## config.mk

```make
export PLATFORM = sky130hd
export DESIGN_NAME = pi_regulator
export DESIGN_NICKNAME = d
export VERILOG_FILES = /design/src/rtl/pi_reg_pkg.sv /design/src/rtl/pi_mac.sv /design/src/rtl/pi_clamp.sv /design/src/rtl/pi_regulator.sv
export SDC_FILE = /design/constraint.sdc
export NUM_CORES = 2
export LEC_CHECK = 0
export ABC_AREA = 1
export ABC_CLOCK_PERIOD_IN_PS = 14400
export BUFFER_PORTS_ARGS = -buffer_cell sky130_fd_sc_hd__buf_2
export CORE_ASPECT_RATIO = 0.5
export CORE_MARGIN = 4
export CORE_UTILIZATION = 47
export DETAILED_ROUTE_END_ITERATION = 8
export SYNTH_ARGS = -nofsm -noshare
export SYNTH_HDL_FRONTEND = slang
export SYNTH_HIERARCHICAL = 1
export SYNTH_SLANG_ARGS = --single-unit
export TNS_END_PERCENT = 20
```

## constraint.sdc

```tcl
create_clock -name clk -period 14.4 [get_ports clk]
set_clock_uncertainty 0.2 [all_clocks]
set_input_delay 2.16 -clock clk [delete_from_list [all_inputs] [get_ports clk]]
set_output_delay 2.16 -clock clk [all_outputs]
set_load 0.01 [all_outputs]
```

## src/rtl/pi_reg_pkg.sv

```systemverilog
// Package: shared types and defaults for the PI regulator.
// Assumes: nothing; pure declarations.
package pi_reg_pkg;
    typedef enum logic [1:0] {
        LIM_NONE = 2'd0,
        LIM_LOW  = 2'd1,
        LIM_HIGH = 2'd2
    } lim_e;

    localparam int DEF_FRAC = 12;
endpackage

```

## src/rtl/pi_mac.sv

```systemverilog
// Module: pi_mac
// Forms the candidate integrator and the unclamped, scaled, biased output.
// Assumes: I_W > X_W, S_W >= I_W + K_W + 1 so no product or sum overflows.
module pi_mac #(
    parameter int X_W  = 16,
    parameter int I_W  = 32,
    parameter int K_W  = 16,
    parameter int Y_W  = 16,
    parameter int FRAC = 12,
    parameter int S_W  = 49
) (
    input  logic signed [I_W-1:0] base_i,
    input  logic signed [X_W-1:0] x_i,
    input  logic signed [K_W-1:0] kp_i,
    input  logic signed [K_W-1:0] ki_i,
    input  logic signed [Y_W-1:0] bias_i,
    output logic signed [I_W-1:0] cand_o,
    output logic signed [S_W-1:0] raw_o
);
    logic signed [I_W-1:0] x_ext;
    logic signed [S_W-1:0] cand_s, x_s, kp_s, ki_s, bias_s, acc, shifted;

    // Sign-extend every operand to the working width and combine.
    always_comb begin
        x_ext   = {{(I_W-X_W){x_i[X_W-1]}}, x_i};
        cand_o  = base_i + x_ext;
        cand_s  = {{(S_W-I_W){cand_o[I_W-1]}}, cand_o};
        x_s     = {{(S_W-X_W){x_i[X_W-1]}}, x_i};
        kp_s    = {{(S_W-K_W){kp_i[K_W-1]}}, kp_i};
        ki_s    = {{(S_W-K_W){ki_i[K_W-1]}}, ki_i};
        bias_s  = {{(S_W-Y_W){bias_i[Y_W-1]}}, bias_i};
        acc     = cand_s * ki_s + x_s * kp_s;
        shifted = acc >>> FRAC;
        raw_o   = shifted + bias_s;
    end
endmodule

```

## src/rtl/pi_clamp.sv

```systemverilog
// Module: pi_clamp
// Forces the raw result into [y_min, y_max] and decides whether the
// integrator may take the candidate (anti-windup rule).
// Assumes: y_min <= y_max; the raw value is wider than the output.
module pi_clamp
    import pi_reg_pkg::*;
#(
    parameter int I_W = 32,
    parameter int Y_W = 16,
    parameter int S_W = 49
) (
    input  logic signed [S_W-1:0] raw_i,
    input  logic signed [Y_W-1:0] y_min_i,
    input  logic signed [Y_W-1:0] y_max_i,
    input  logic                  awu_i,
    input  logic signed [I_W-1:0] cand_i,
    input  logic signed [I_W-1:0] base_i,
    output logic signed [Y_W-1:0] y_o,
    output logic                  accept_o
);
    logic signed [S_W-1:0] lo_s, hi_s;
    lim_e lim;

    // Classify the raw value against the window.
    always_comb begin
        lo_s = {{(S_W-Y_W){y_min_i[Y_W-1]}}, y_min_i};
        hi_s = {{(S_W-Y_W){y_max_i[Y_W-1]}}, y_max_i};
        if (raw_i < lo_s)      lim = LIM_LOW;
        else if (raw_i > hi_s) lim = LIM_HIGH;
        else                   lim = LIM_NONE;
    end

    // Pick the output word and the integrator acceptance.
    always_comb begin
        case (lim)
            LIM_LOW: begin
                y_o      = y_min_i;
                accept_o = !awu_i || (cand_i > base_i);
            end
            LIM_HIGH: begin
                y_o      = y_max_i;
                accept_o = !awu_i || (cand_i < base_i);
            end
            default: begin
                y_o      = raw_i[Y_W-1:0];
                accept_o = 1'b1;
            end
        endcase
    end
endmodule

```

## src/rtl/pi_regulator.sv

```systemverilog
// Module: pi_regulator (top)
// One PI update per smp_valid; registered output one cycle later.
// Assumes: cfg_y_min <= cfg_y_max; gains carry FRAC fractional bits.
module pi_regulator #(
    parameter int X_W  = 16,
    parameter int I_W  = 32,
    parameter int K_W  = 16,
    parameter int Y_W  = 16,
    parameter int FRAC = pi_reg_pkg::DEF_FRAC
) (
    input  logic                  clk,
    input  logic                  rst_n,
    input  logic                  smp_valid,
    input  logic signed [X_W-1:0] smp_err,
    input  logic signed [K_W-1:0] cfg_kp,
    input  logic signed [K_W-1:0] cfg_ki,
    input  logic signed [Y_W-1:0] cfg_bias,
    input  logic signed [Y_W-1:0] cfg_y_min,
    input  logic signed [Y_W-1:0] cfg_y_max,
    input  logic                  cfg_awu_en,
    input  logic                  integ_clr,
    output logic                  out_valid,
    output logic signed [Y_W-1:0] out_word,
    output logic signed [I_W-1:0] rb_integ,
    output logic signed [X_W-1:0] rb_last_x
);
    localparam int S_W = I_W + K_W + 1;

    logic signed [I_W-1:0] base, cand;
    logic signed [S_W-1:0] raw;
    logic signed [Y_W-1:0] y_next;
    logic                  accept;

    // Clear in the same cycle as a sample restarts from zero.
    always_comb base = integ_clr ? '0 : rb_integ;

    pi_mac #(.X_W(X_W), .I_W(I_W), .K_W(K_W), .Y_W(Y_W), .FRAC(FRAC), .S_W(S_W)) u_mac (
        .base_i(base), .x_i(smp_err), .kp_i(cfg_kp), .ki_i(cfg_ki),
        .bias_i(cfg_bias), .cand_o(cand), .raw_o(raw)
    );

    pi_clamp #(.I_W(I_W), .Y_W(Y_W), .S_W(S_W)) u_clamp (
        .raw_i(raw), .y_min_i(cfg_y_min), .y_max_i(cfg_y_max), .awu_i(cfg_awu_en),
        .cand_i(cand), .base_i(base), .y_o(y_next), .accept_o(accept)
    );

    // State update: output, readback and integrator registers.
    always_ff @(posedge clk) begin
        if (!rst_n) begin
            out_valid <= 1'b0;
            out_word  <= '0;
            rb_integ  <= '0;
            rb_last_x <= '0;
        end else begin
            out_valid <= smp_valid;
            if (smp_valid) begin
                out_word  <= y_next;
                rb_last_x <= smp_err;
                rb_integ  <= accept ? cand : base;
            end else if (integ_clr) begin
                rb_integ  <= '0;
            end
        end
    end

    // Strobe latency: output strobe follows each sample strobe.
    p_latency_r2: assert property (@(posedge clk) disable iff (!rst_n)
        smp_valid |=> out_valid);
    p_quiet_r2: assert property (@(posedge clk) disable iff (!rst_n)
        !smp_valid |=> !out_valid);
    // Output never leaves the window it was computed against.
    p_window_r4: assert property (@(posedge clk) disable iff (!rst_n)
        (out_valid && $past(cfg_y_min) <= $past(cfg_y_max)) |->
        (out_word >= $past(cfg_y_min) && out_word <= $past(cfg_y_max)));
    // Readback holds between samples.
    p_hold_r11: assert property (@(posedge clk) disable iff (!rst_n)
        !smp_valid |=> ($stable(out_word) && $stable(rb_last_x)));
    // A lone clear zeroes the integrator.
    p_clear_r9: assert property (@(posedge clk) disable iff (!rst_n)
        (integ_clr && !smp_valid) |=> (rb_integ == '0));
    // Integrator only moves on a sample or a clear.
    p_integ_idle_r6: assert property (@(posedge clk) disable iff (!rst_n)
        (!integ_clr && !smp_valid) |=> $stable(rb_integ));
endmodule

```

==> impl_results.md <==
- Worst path required time: 14.47 ns
- Max-cap viol count: 0
- Worst-case clock buffer depth: 2
- Clock Pin Slew Worst Setup and Hold Paths: 0.06 ns
- Result of the run: complete, no violations
- Count of unresolved DRC violations after routing: 0
- Transition time at the pin with the least slew margin: 1.00 ns
- Net Count, Synth: 7119
- Peak clock frequency supported by timing: 71.1 MHz
- Nature of the critical path endpoint: register
- Initial antenna violation count: 4
- Post-synthesis cell type with the largest combined area: sky130_fd_sc_hd__fa_1
- Endpoint of the lowest-slack register-to-register path: rb_integ[20]
- Routability Congestion: 1.02
- Proportion of netlist area held by the largest area contributor: 42.3%
- Initial standard-cell utilization of the core: 47.6%
- Worst setup slack before clock tree synthesis: -0.896 ns
- Final period demand of the worst path: 14.06 ns
- Crit path setup slack, layout: 0.335 ns
- Clock sink total: 65
- Wire length of the first global-routing pass: 243000 um
- Cell variety after synth: 44
- Final Hold Fails: 0
- Final core utilization: 59.6%
- Post-synth top cells: sky130_fd_sc_hd__inv_1, sky130_fd_sc_hd__nand2_1, sky130_fd_sc_hd__fa_1, sky130_fd_sc_hd__nor2_1, sky130_fd_sc_hd__ha_1
- Die extent in y: 220 um
- Hold Crit Start: rb_last_x[0]
- Launch point of the worst reg-to-reg path: rb_integ[0]
- Largest fanout on the critical path: 8
- I/O Buffers: 165
- Post-Route WL: 161000 um
- Worst Hold Path Cells: 2
- Kind of cell adding the most delay to the critical path: adder cells
- Worst Hold Path EP: rb_last_x[0]
- Average via count per standard cell: 5.16
- Pin count of the biggest net entering global routing: 68
- Startpoint-to-endpoint class of the critical path: input port to register
- Most used standard cell by instance count after synthesis: sky130_fd_sc_hd__inv_1
- Clk root buf: sky130_fd_sc_hd__clkbuf_16
- Number of global-route vias before repair: 40500
- Flip-flop cell with the highest count after synthesis: sky130_fd_sc_hd__dfxtp_1
- Fraction of layout instances using a drive strength above 1: 23.3%
- RSZ-0062 raised after global routing: true
- Final worst path period share: 97.7%
- Count of buffering cells on the critical path with inverters included: 18
- Global Route Usage Sum: 34.2%
- Half-perimeter wire length of the detailed placement result: 140000 um
- Number of detailed-route iterations in the first pass: 5
- TritonCTS clock tree: done
- Slack of the worst reg-to-reg path: 1.88 ns
- Die outline area: 95000 sq um
- Number of storage elements in the synthesis netlist: 65
- Share of synthesized flip-flops with an asynchronous set or reset: 0%
- Synthesized cell area: 42200 sq um
- Layout overhead on the synthesized area: 25.3%
- Grt ovf: 0
- Total number of vias: 39900
- Nature of the critical path startpoint: input port
- Placement Rows: 77
- Antenna-violating nets left: 0
- Arrival time of the worst setup path: 14.14 ns
- Final Slew Violations: 0
- Delay of the slowest cell on the worst path: 0.52 ns
- Synth area leaders: sky130_fd_sc_hd__fa_1, sky130_fd_sc_hd__inv_1, sky130_fd_sc_hd__ha_1
- Clock latency of the later-clocked register in the worst-skew pair: 0.38 ns
- Number of nets in the layout: 7921
- Mean post-synth cell area: 7.37 sq um
- Floorplan die width: 432 um
- Routed wirelength normalized by instance count: 20.9 um
- Number of buffers created by CTS: 9
- Maximum level of the CTS H-tree: 3
- Worst-case headroom to the max-slew limit: 33.1%
- Depth of the worst register-to-register path: 68
- Kind of path behind the tightest hold check: register to register
- Portion of the post-synthesis area used by sequential elements: 3.08%
- Number of failing setup endpoints in the final timing report: 0
- Mapped Cells: 5734
- DRT iter0 DRCs: 3628
- Core region area: 88700 sq um
- Count of synthesis-stage warnings from yosys: 6
- I/O pin count: 166
- Count of flip-flops with a built-in enable after synthesis: 0
- Cell with the largest stage delay on the worst path: sky130_fd_sc_hd__fa_1
- Dominant cell type by count on the critical path: sky130_fd_sc_hd__fa_1
==> flip-flops by register name (all words and copies together) (netlist names) <==
register and flops:
rb_integ 32, out_word 16, rb_last_x 16, out_valid 1
==> cells in the final DEF, fill, tap and decap left out, types with 16 or more instances in the layout <==
master                    instances
sky130_fd_sc_hd__nand3_1        189
sky130_fd_sc_hd__inv_2           27
sky130_fd_sc_hd__nand2_1       1054
sky130_fd_sc_hd__inv_1         1542
sky130_fd_sc_hd__ha_1           322
sky130_fd_sc_hd__a21oi_1        123
sky130_fd_sc_hd__o21ai_0         91
sky130_fd_sc_hd__fa_2            26
sky130_fd_sc_hd__buf_12          21
sky130_fd_sc_hd__nor2_2          94
sky130_fd_sc_hd__nor2_4          34
sky130_fd_sc_hd__o21ai_1         33
sky130_fd_sc_hd__a21oi_2         67
sky130_fd_sc_hd__nand2_4         22
sky130_fd_sc_hd__ha_4            62
sky130_fd_sc_hd__nor2_1         577
sky130_fd_sc_hd__xor2_1          31
sky130_fd_sc_hd__dfxtp_1         65
sky130_fd_sc_hd__buf_2          162
sky130_fd_sc_hd__nand4_1         40
sky130_fd_sc_hd__xor2_2          16
sky130_fd_sc_hd__nand2_2        100
sky130_fd_sc_hd__fa_1           866
sky130_fd_sc_hd__buf_4          756
sky130_fd_sc_hd__or2_2           21
==> how the worst max path moves through the flow <==
stage / startpoint / to / cells past startpoint
5_1_grt: integ_clr / rb_integ[20] / 75
2_1_floorplan: integ_clr / rb_integ[1] / 67
6_report: integ_clr / rb_integ[20] / 68
4_1_cts: integ_clr / rb_integ[29] / 73
3_3_place_gp: integ_clr / rb_integ[1] / 72
3_5_place_dp: integ_clr / rb_integ[15] / 73
==> metal layers <==
metal	GRT usage (%)	wire (um)	vias to the layer above
met5	0	13	-
met2	46.9	62600	1632
li1	-	-	18300
met1	52.0	75500	19700
met4	9.49	5070	2
met3	9.56	17900	216
==> worst min-delay path, delay by kind of cell (launching register included) <==
kind,cells,cell delay [ns]
flip-flops,1,0.32
AO/OA/AOI/OAI,1,0.07
AND/OR/NAND/NOR,1,0.08
==> metrics by stage <==
stage          hold slack [ns]  cells  instance area, sq um  TNS, ns
6_report                 0.299   7725                 52900        0
4_1_cts                  0.299   7695                 50200        0
2_1_floorplan            0.333   5734                 42200        0
5_1_grt                  0.322   7724                 52900    -2.25
3_5_place_dp             0.283   7677                 49700   -39.66
3_3_place_gp             0.272   7677                 49700   -41.42
==> cell families (layout without fill, tap and decap cells) <==
| logic type | after synthesis | count (layout) | share of synthesized area (%) |
|---|---|---|---|
| buffers and inverters | 1748 | 2553 | 16.0 |
| AND/OR/NAND/NOR | 2190 | 2190 | 20.8 |
| AO/OA/AOI/OAI | 385 | 385 | 4.86 |
| flip-flops | 65 | 65 | 3.08 |
| adder cells (fa/ha/maj) | 1284 | 1284 | 53.9 |
| XOR/XNOR | 62 | 62 | 1.37 |
| other | 0 | 1 | 0 |
==> final cells by class <==
class	count	area [sq um]
clock buffers	11	253
fillers	8415	35800
flip-flops and latches	65	1300
clock inverters	3	17.5
repair buffers	960	7250
multi-input cells	3921	36700
inverters	1579	5950
diodes	1	2.50
well taps	1185	1480
==> repair_timing <==
item                                    CTS  global route
setup buffers                             3            24
hold buffers                              0             0
pin swaps                                 8           124
endpoints found under the setup margin   48            48
resized for setup                        78           587
hold endpoints to repair                  0             0
gates cloned                              1             6
Power is not shown: default switching activity piles up to over one toggle a cycle in this logic, so the estimate is an artifact.
